File: src/rtl/edgepwm_pkg.sv
package edgepwm_pkg;
    // Register byte addresses; the upper enable byte sits at A_EN_LO + 1.
    localparam int A_PRESCALE = 0;
    localparam int A_PERIOD   = 1;
    localparam int A_EN_LO    = 2;
    localparam int A_SYNC     = 4;
    localparam int A_POS_BASE = 16;
    localparam int A_NEG_BASE = 32;
endpackage

File: src/rtl/edgepwm_timebase.sv
module edgepwm_timebase #(
    parameter int DW = 8
) (
    input  logic          clk,
    input  logic          rst_n,
    input  logic [DW-1:0] prescale,
    input  logic [DW-1:0] period,
    output logic          tick,
    output logic          boundary,
    output logic [DW-1:0] step
);
    typedef struct packed {
        logic [DW-1:0] pre;
        logic [DW-1:0] stp;
    } tb_state_t;

    tb_state_t s_d, s_q;
    logic      tick_c;

    always_comb begin
        s_d    = s_q;
        tick_c = (s_q.pre >= prescale);
        if (tick_c) begin
            s_d.pre = '0;
            if (s_q.stp >= period) s_d.stp = '0;
            else                   s_d.stp = s_q.stp + 1'b1;
        end else begin
            s_d.pre = s_q.pre + 1'b1;
        end
    end

    always_ff @(posedge clk or negedge rst_n) begin
        if (!rst_n) s_q <= '0;
        else        s_q <= s_d;
    end

    assign tick     = tick_c;
    assign boundary = tick_c && (s_q.stp >= period);
    assign step     = s_q.stp;


    step_wrap_chk: assert property (@(posedge clk) disable iff (!rst_n)
        (tick && s_q.stp >= period) |=> (s_q.stp == '0));


    step_hold_chk: assert property (@(posedge clk) disable iff (!rst_n)
        !tick |=> $stable(s_q.stp));
endmodule

File: src/rtl/edgepwm_channel.sv
module edgepwm_channel #(
    parameter int DW       = 8,
    parameter bit SHADOWED = 1'b0
) (
    input  logic          clk,
    input  logic          rst_n,
    input  logic          en,
    input  logic          tick,
    input  logic          boundary,
    input  logic          sync_pend,
    input  logic [DW-1:0] step,
    input  logic [DW-1:0] pos_stage,
    input  logic [DW-1:0] neg_stage,
    output logic          out
);
    typedef struct packed {
        logic [DW-1:0] pos;
        logic [DW-1:0] neg;
    } edges_t;

    typedef struct packed {
        logic lvl;
    } ch_state_t;

    edges_t act;

    generate
        if (SHADOWED) begin : g_shadow
            edges_t act_d, act_q;

            always_comb begin
                act_d = act_q;
                if (boundary && sync_pend) begin
                    act_d.pos = pos_stage;
                    act_d.neg = neg_stage;
                end
            end

            always_ff @(posedge clk or negedge rst_n) begin
                if (!rst_n) act_q <= '0;
                else        act_q <= act_d;
            end

            assign act = act_q;


            shadow_hold_chk: assert property (@(posedge clk) disable iff (!rst_n)
                !(boundary && sync_pend) |=> $stable(act_q));
        end else begin : g_direct
            logic unused_direct;
            assign unused_direct = boundary ^ sync_pend;
            assign act = {pos_stage, neg_stage};
        end
    endgenerate

    ch_state_t s_d, s_q;

    always_comb begin
        s_d = s_q;
        if (!en) begin
            s_d.lvl = 1'b0;
        end else if (tick) begin
            if (step == act.neg)      s_d.lvl = 1'b0;
            else if (step == act.pos) s_d.lvl = 1'b1;
        end
    end

    always_ff @(posedge clk or negedge rst_n) begin
        if (!rst_n) s_q <= '0;
        else        s_q <= s_d;
    end

    assign out = s_q.lvl;


    off_low_chk: assert property (@(posedge clk) disable iff (!rst_n)
        !en |=> !out);


    fall_clear_chk: assert property (@(posedge clk) disable iff (!rst_n)
        (tick && step == act.neg) |=> !out);


    rise_set_chk: assert property (@(posedge clk) disable iff (!rst_n)
        (en && tick && step == act.pos && step != act.neg) |=> out);
endmodule

File: src/rtl/edgepwm_regfile.sv
module edgepwm_regfile
    import edgepwm_pkg::*;
#(
    parameter int NUM_CH = 16,
    parameter int DW     = 8,
    parameter int AW     = 6
) (
    input  logic                       clk,
    input  logic                       rst_n,
    input  logic [AW-1:0]              bus_addr,
    input  logic [DW-1:0]              bus_wdata,
    input  logic                       bus_we,
    input  logic                       boundary,
    output logic [DW-1:0]              bus_rdata,
    output logic [DW-1:0]              prescale,
    output logic [DW-1:0]              period,
    output logic [NUM_CH-1:0]          en,
    output logic                       sync_pend,
    output logic [NUM_CH-1:0][DW-1:0]  pos,
    output logic [NUM_CH-1:0][DW-1:0]  neg
);
    localparam int EN_BITS = 8;

    typedef struct packed {
        logic [DW-1:0]             prescale;
        logic [DW-1:0]             period;
        logic [NUM_CH-1:0]         en;
        logic                      pend;
        logic [NUM_CH-1:0][DW-1:0] pos;
        logic [NUM_CH-1:0][DW-1:0] neg;
    } regs_t;

    regs_t s_d, s_q;
    logic  sync_wr;

    assign sync_wr = bus_we && (bus_addr == AW'(A_SYNC)) && bus_wdata[0];

    always_comb begin
        s_d = s_q;
        if (bus_we) begin
            if (bus_addr == AW'(A_PRESCALE)) s_d.prescale = bus_wdata;
            if (bus_addr == AW'(A_PERIOD))   s_d.period   = bus_wdata;
            for (int c = 0; c < NUM_CH; c++) begin
                if (bus_addr == AW'(A_EN_LO + c / EN_BITS))
                    s_d.en[c] = bus_wdata[3'(c % EN_BITS)];
                if (bus_addr == AW'(A_POS_BASE + c)) s_d.pos[c] = bus_wdata;
                if (bus_addr == AW'(A_NEG_BASE + c)) s_d.neg[c] = bus_wdata;
            end
        end
        if (sync_wr)       s_d.pend = 1'b1;
        else if (boundary) s_d.pend = 1'b0;
    end

    always_ff @(posedge clk or negedge rst_n) begin
        if (!rst_n) s_q <= '0;
        else        s_q <= s_d;
    end

    always_comb begin
        bus_rdata = '0;
        if (bus_addr == AW'(A_PRESCALE)) bus_rdata = s_q.prescale;
        if (bus_addr == AW'(A_PERIOD))   bus_rdata = s_q.period;
        if (bus_addr == AW'(A_SYNC))     bus_rdata[0] = s_q.pend;
        for (int c = 0; c < NUM_CH; c++) begin
            if (bus_addr == AW'(A_EN_LO + c / EN_BITS))
                bus_rdata[3'(c % EN_BITS)] = s_q.en[c];
            if (bus_addr == AW'(A_POS_BASE + c)) bus_rdata = s_q.pos[c];
            if (bus_addr == AW'(A_NEG_BASE + c)) bus_rdata = s_q.neg[c];
        end
    end

    assign prescale  = s_q.prescale;
    assign period    = s_q.period;
    assign en        = s_q.en;
    assign sync_pend = s_q.pend;
    assign pos       = s_q.pos;
    assign neg       = s_q.neg;


    sync_set_chk: assert property (@(posedge clk) disable iff (!rst_n)
        sync_wr |=> sync_pend);


    sync_clear_chk: assert property (@(posedge clk) disable iff (!rst_n)
        (boundary && !sync_wr) |=> !sync_pend);
endmodule

File: src/rtl/edgepwm_top.sv
module edgepwm_top #(
    parameter int                 NUM_CH      = 16,
    parameter int                 DW          = 8,
    parameter int                 AW          = 6,
    parameter logic [NUM_CH-1:0]  SHADOW_MASK = 16'hFF00
) (
    input  logic              clk,
    input  logic              rst_n,
    input  logic [AW-1:0]     bus_addr,
    input  logic [DW-1:0]     bus_wdata,
    input  logic              bus_we,
    output logic [DW-1:0]     bus_rdata,
    output logic [NUM_CH-1:0] pwm_out
);
    logic [DW-1:0]             prescale, period, step;
    logic [NUM_CH-1:0]         en;
    logic                      sync_pend, tick, boundary;
    logic [NUM_CH-1:0][DW-1:0] pos, neg;

    edgepwm_regfile #(.NUM_CH(NUM_CH), .DW(DW), .AW(AW)) regs_i (
        .clk(clk), .rst_n(rst_n),
        .bus_addr(bus_addr), .bus_wdata(bus_wdata), .bus_we(bus_we),
        .boundary(boundary), .bus_rdata(bus_rdata),
        .prescale(prescale), .period(period), .en(en),
        .sync_pend(sync_pend), .pos(pos), .neg(neg)
    );

    edgepwm_timebase #(.DW(DW)) tb_i (
        .clk(clk), .rst_n(rst_n),
        .prescale(prescale), .period(period),
        .tick(tick), .boundary(boundary), .step(step)
    );

    generate
        for (genvar c = 0; c < NUM_CH; c++) begin : g_ch
            edgepwm_channel #(.DW(DW), .SHADOWED(SHADOW_MASK[c])) ch_i (
                .clk(clk), .rst_n(rst_n),
                .en(en[c]), .tick(tick), .boundary(boundary),
                .sync_pend(sync_pend), .step(step),
                .pos_stage(pos[c]), .neg_stage(neg[c]),
                .out(pwm_out[c])
            );
        end
    endgenerate
endmodule

File: config.mk
export PLATFORM = sky130hd
export DESIGN_NAME = edgepwm_top
export DESIGN_NICKNAME = d
export VERILOG_FILES = /design/src/rtl/edgepwm_pkg.sv /design/src/rtl/edgepwm_timebase.sv /design/src/rtl/edgepwm_channel.sv /design/src/rtl/edgepwm_regfile.sv /design/src/rtl/edgepwm_top.sv
export SDC_FILE = /design/constraint.sdc
export NUM_CORES = 1
export LEC_CHECK = 0
export BUFFER_PORTS_ARGS = -buffer_cell sky130_fd_sc_hd__clkbuf_2
export CORE_MARGIN = 5
export CORE_UTILIZATION = 55
export CTS_BUF_LIST = sky130_fd_sc_hd__clkbuf_4 sky130_fd_sc_hd__clkbuf_8 sky130_fd_sc_hd__clkbuf_16
export CTS_CLUSTER_DIAMETER = 200
export DETAILED_ROUTE_END_ITERATION = 7
export GPL_ROUTABILITY_DRIVEN = 0
export PLACE_DENSITY = 0.67
export SLEW_MARGIN = 10
export SYNTH_ARGS = -nofsm -noshare
export SYNTH_HDL_FRONTEND = slang
export SYNTH_SLANG_ARGS = --single-unit
export TNS_END_PERCENT = 5
File: constraint.sdc
create_clock -name clk -period 3.4 [get_ports clk]
set_input_delay 0.68 -clock clk [delete_from_list [all_inputs] [get_ports clk]]
set_output_delay 0.68 -clock clk [all_outputs]
set_load 0.05 [all_outputs]
After elaboration in Yosys (flattened, before gate mapping)
Cells that the tools add are included.

operators by class
  mux-type cells = 79
  eq/ne operators = 68
  reduce and logical (&&, ||, !) cells = 50
  magnitude comparators = 2
  $add $sub $neg = 2

operator list
  kind                 number
  $mux 8               36
  $eq 8x8->1           16
  $eq 6x5->1 const B   16
  $eq 6x6->1 const B   16
  $reduce_and 2->1     44
  $mux 1               43
  $ne 3x1->1 const B   8
  $add 8x1->8 const B  2
  $ge 8x8->1           2
  $ne 2x1->1 const B   8
  $eq 6x2->1 const B   2
  $eq 6x1->1 const B   1
  $eq 6x3->1 const B   1
  $logic_not 6->1      1
  $logic_and 1x1->1    4
  $reduce_bool 2->1    1

storage, ports and cells
  flip-flop bits (word level) = 369
  word-level logic and storage cells = 256
  output and inout bits = 24

Logic depth before layout (Yosys ltp)
  word-level depth = 44
  mapped depth = 13
  gate-level depth less buffers = 9

By module
Synthesis repeated with hierarchy kept, for this count alone.

second synthesis, totals
  cells, all modules = 1966
  area, all modules = 23357.4 sq um

modules (own cells, without submodules)
  module                                cells each  sequential area each (sq um)  instances  area an instance (sq um)
  edgepwm_regfile                       1175        7031.7                        1          13907.1
  edgepwm_channel at g_ch[10].ch_i ...  58          425.4                         8          808.3
  edgepwm_channel at g_ch[0].ch_i ...   24          25.0                          8          216.5
  edgepwm_timebase                      135         400.4                         1          1252.5

Worst setup path before layout
OpenSTA, ideal clock, no wires.

  path kind = input-to-output
  from = input port bus_addr[1]
  to = output port bus_rdata[2]
  cell stages on the path = 9
  slack = -0.179 ns
  path buffers = 2
  arrival = 2.899 ns
  cell sequence = buf_4 -> or4b_1 -> buf_2 -> nor2_4 -> a221o_1 -> nor2_1 -> a21oi_1 -> o31ai_1 -> a21oi_1

on the way
  longest elaborated chain between the ends = 37

RTL lines
  what                RTL line               text
  start: declaration  edgepwm_top.sv:9       input logic [AW-1:0] bus_addr,
  $logic_not 6->1     edgepwm_regfile.sv:61  if (bus_addr == AW'(A_PRESCALE)) bus_rdata = s_q.prescale;
  $mux 8              edgepwm_regfile.sv:61
  $mux 8              edgepwm_regfile.sv:62  if (bus_addr == AW'(A_PERIOD)) bus_rdata = s_q.period;
  $mux 8              edgepwm_regfile.sv:67  if (bus_addr == AW'(A_POS_BASE + c)) bus_rdata = s_q.pos[c];
  $mux 8              edgepwm_regfile.sv:68  if (bus_addr == AW'(A_NEG_BASE + c)) bus_rdata = s_q.neg[c];
  $mux 8              edgepwm_regfile.sv:67
  $mux 8              edgepwm_regfile.sv:68
  $mux 1              edgepwm_regfile.sv:65  if (bus_addr == AW'(A_EN_LO + c / EN_BITS))
  [21 not listed]     --
  $mux 8              edgepwm_regfile.sv:67
  $mux 8              edgepwm_regfile.sv:68
  $mux 8              edgepwm_regfile.sv:67
  $mux 8              edgepwm_regfile.sv:68
  $mux 8              edgepwm_regfile.sv:67
  $mux 8              edgepwm_regfile.sv:68
  $mux 8              edgepwm_regfile.sv:67
  $mux 8 *            edgepwm_regfile.sv:68
  end: declaration    edgepwm_top.sv:12      output logic [DW-1:0] bus_rdata,

Mark *: on every way between the ends. The rest lies on a longest branch, timed or not.

Worst setup path after layout
  from = input port bus_addr[3]
  to = output port bus_rdata[6]

on the way
  longest elaborated chain between the ends = 35

RTL lines
  what             RTL line
  $logic_not 6->1  edgepwm_regfile.sv:61
  $mux 8           edgepwm_regfile.sv:61
  $mux 8           edgepwm_regfile.sv:62
  $mux 8           edgepwm_regfile.sv:67
  $mux 8           edgepwm_regfile.sv:68
  $mux 8           edgepwm_regfile.sv:67
  $mux 8           edgepwm_regfile.sv:68
  $mux 8           edgepwm_regfile.sv:67
  [19 not listed]  --
  $mux 8           edgepwm_regfile.sv:67
  $mux 8           edgepwm_regfile.sv:68
  $mux 8           edgepwm_regfile.sv:67
  $mux 8           edgepwm_regfile.sv:68
  $mux 8           edgepwm_regfile.sv:67
  $mux 8           edgepwm_regfile.sv:68
  $mux 8           edgepwm_regfile.sv:67
  $mux 8 *         edgepwm_regfile.sv:68

Marked as above.

==> impl_metrics.tcl <==
set metrics [dict create \
    crit_path_start_kind "input port" \
    grt_first_pass_wirelength_um 94400 \
    dr.pass1.iters 5 \
    antennaDiodeCount 0 \
    rsz0062_at_grt "true" \
    synth_top_cell_by_area "dfrtp_1" \
    setup_violations 8 \
    crit_path_start "bus_addr[3]" \
    place_area_um2 21600 \
    final_max_slew_viol_count 0 \
    cp_max_fo 6 \
    ys_seq_area_frac 0.473 \
    dp.cells 2283 \
    clockBufferDepth 3 \
    async_reset_ff_frac 1.00 \
    pin_count 41 \
    row_count 69 \
    clkTransAtPathRegs_ps 60 \
    grt_max_degree 82 \
    dr_wl_met2_um 29000 \
    r2r-start "regs_i.period[0]" \
    io_buffers 32 \
    reg2reg_slack_ps 750 \
    gr-usage-all-layers 0.312 \
    synth_top_area_frac 0.473 \
    layout-drive-gt1-share 0.430 \
    finalNonFillerCells 2369 \
    nets 1918 \
    arrival_ps 2950 \
    mostFrequentLayoutCells "dfrtp_1, mux2_2, buf_4, nand2_1, xnor2_1" \
    synth_area_leaders "dfrtp_1, mux2_2, xnor2_1, xor2_1, nand2_1" \
    preCtsSetupSlack_ps -602 \
    finalHoldViolCount 0 \
    die_w_um 199 \
    hp-class "input port to async pin" \
    outcome "complete, but fails checks" \
    synth.distinct_cells 95 \
    dieArea_um2 39400 \
    syn_area_um2 19500 \
    start_util 0.553 \
    syn_inst 1677 \
    synth_area_per_cell_um2 11.7 \
    drtIter0Drc 1290 \
    violations "setup timing" \
    vias 15100 \
    top_layer "met4" \
    slew_headroom 0.174 \
    synth-seq-cells 369 \
    n_fill_cell 2654 \
    ys_warn_count 0 \
    wire_per_inst_um 25.8 \
    powerDensity_nw_per_um2 531 \
    leakagePower_nw 11.2 \
    fin_crit_sh 1.07 \
    synth-edff-count 0 \
    min_period_ps 3630 \
    cts_inserted_buffers 39 \
    worst_r2r_endpoint "g_ch[10].ch_i.act[11]" \
    ant_nets 0 \
    setup_slack_ps -232 \
    gr-total-overflow 0 \
    core_area_um2 35300 \
    r2r_cells 9 \
    drt-vias-per-instance 6.39 \
    hold_ws_ps 160 \
    dp_hpwl_um 41900 \
    antenna_found_initial 0 \
    dr_wl_met3_um 4490 \
    cts_tree "done" \
    crit_type "input port to output pin" \
    fin_area_um2 23600 \
    cp-endpoint "bus_rdata[6]" \
    worstMarginPinSlew_ps 1240 \
    cp.required_ps 2720 \
    fin_skew_ps 23.5 \
    root_buffer "clkbuf_16" \
    wirelength_met1_um 25100 \
    fmax_mhz 275 \
    grt_pass1_vias 15400 \
    endpoint_kind "output pin" \
    ys.flop_type "dfrtp_1" \
    drc_errors 0 \
    wirelength_um 61100 \
    fp.dieH_um 199 \
    area_growth_pct 20.8 \
    cts_sinks 369 \
    fin_util 0.669 \
    worstSkewPairLatency_ps 550 \
    vdd_drop_max_uv 480 \
    htreeDepth 2 \
    cap_violations 0 \
    layout_commonest_cell "dfrtp_1" \
]
flip-flops by register name, summed over array words and instances (netlist names):
| register | flops |
|---|---|
| g_ch.ch_i.out | 8 |
| tb_i.s_q | 8 |
| tb_i.step | 8 |
| regs_i.period | 8 |
| regs_i.en | 8 |
| regs_i.prescale | 8 |
| regs_i.neg | 128 |
| regs_i.sync_pend | 1 |
| g_ch.ch_i.act | 64 |
| regs_i.pos | 128 |
worst max-delay path: stages:
cell and delay [ps]:
clkbuf_16 130, buf_8 120, or4b_4 560, nor2_4 220
buf_6 140, a311oi_1 50, nand4_1 180, a21oi_2 110
o31a_1 350, o21ai_2 140, buf_6 120, buf_12 120
cell type report:
class	count	area (um^2)	share of cell area
Sequential cell	369	9230	0.391
Timing Repair Buffer	284	2420	0.102
Clock buffer	58	1170	0.0495
Clock inverter	8	126	0.00535
Tap cell	461	577	0.0244
Multi-Input combinational cell	1169	10000	0.424
Inverter	20	75.1	0.00318
routing by layer:
metal	GRT usage	up-vias
met2	0.506	712
met1	0.425	7676
met4	0.121	0
li1	-	6572
met3	0.0493	176
met5	0	-
worst min path at each step:
stage / slack [ps] / end / cells after the start
6_report: 160 / tb_i.step[1] / 1
5_1_grt: 200 / tb_i.step[1] / 1
4_1_cts: 170 / regs_i.neg[10] / 1
3_5_place_dp: 490 / g_ch[9].ch_i.act[1] / 2
3_3_place_gp: 490 / regs_i.neg[110] / 1
2_1_floorplan: 380 / g_ch[0].ch_i.out / 0
timing repair:
| item | CTS | global route |
|---|---|---|
| gates resized for setup | 73 | 60 |
| buffers inserted | 11 | 12 |
| hold buffers | 0 | 0 |
| setup endpoints to repair | 8 | 8 |
| pin swaps | 29 | 31 |
through the flow:
| step | power [W] | setup TNS, ps |
|---|---|---|
| global route | 0.0130 | -1810 |
| detailed placement | 0.00815 | -3910 |
| global placement | 0.00805 | -4030 |
| floorplan | 0.00713 | -676 |
| CTS | 0.0125 | -1650 |
| finish | 0.0125 | -1420 |
report_power, final:
part / switching [W] / internal, W
Clock: 0.00174 / 0.00260
Combinational: 0.00143 / 0.00123
Sequential: 0.000573 / 0.00497
Total: 0.00374 / 0.00880
cells by family after synthesis:
kind of cell    after synthesis  synth area share
compound gates              296             0.106
xor+xnor                    134            0.0601
fa+ha+maj                    18            0.0115
buf+inv                     146            0.0409
flops                       369             0.473
mux                         358             0.206
other cells                   1          0.000192
simple gates                355             0.103
Yosys cell counts (all sizes together) (5+ instances only):
cell and count:
nor4b 5, ha 18, buf 79, dfrtp 369, mux2 350, mux2i 8, a31oi 7, a22o 8
a21o 6, o21ai 65, o221a 8, nand4 22, nand3 33, xnor2 69, and2 10, inv 20
clkbuf 47, o31ai 7, nand4bb 5, a22oi 29, nor4 23, nand2b 8, xor2 65, o32ai 9
o22ai 24, nor2 78, and3 17, o221ai 5, a211oi 10, a2111oi 9, nor3 31, nand2 94
a221oi 11, a21oi 57, nor2b 6, a32oi 5
Power figures use the tool's default switching activity.
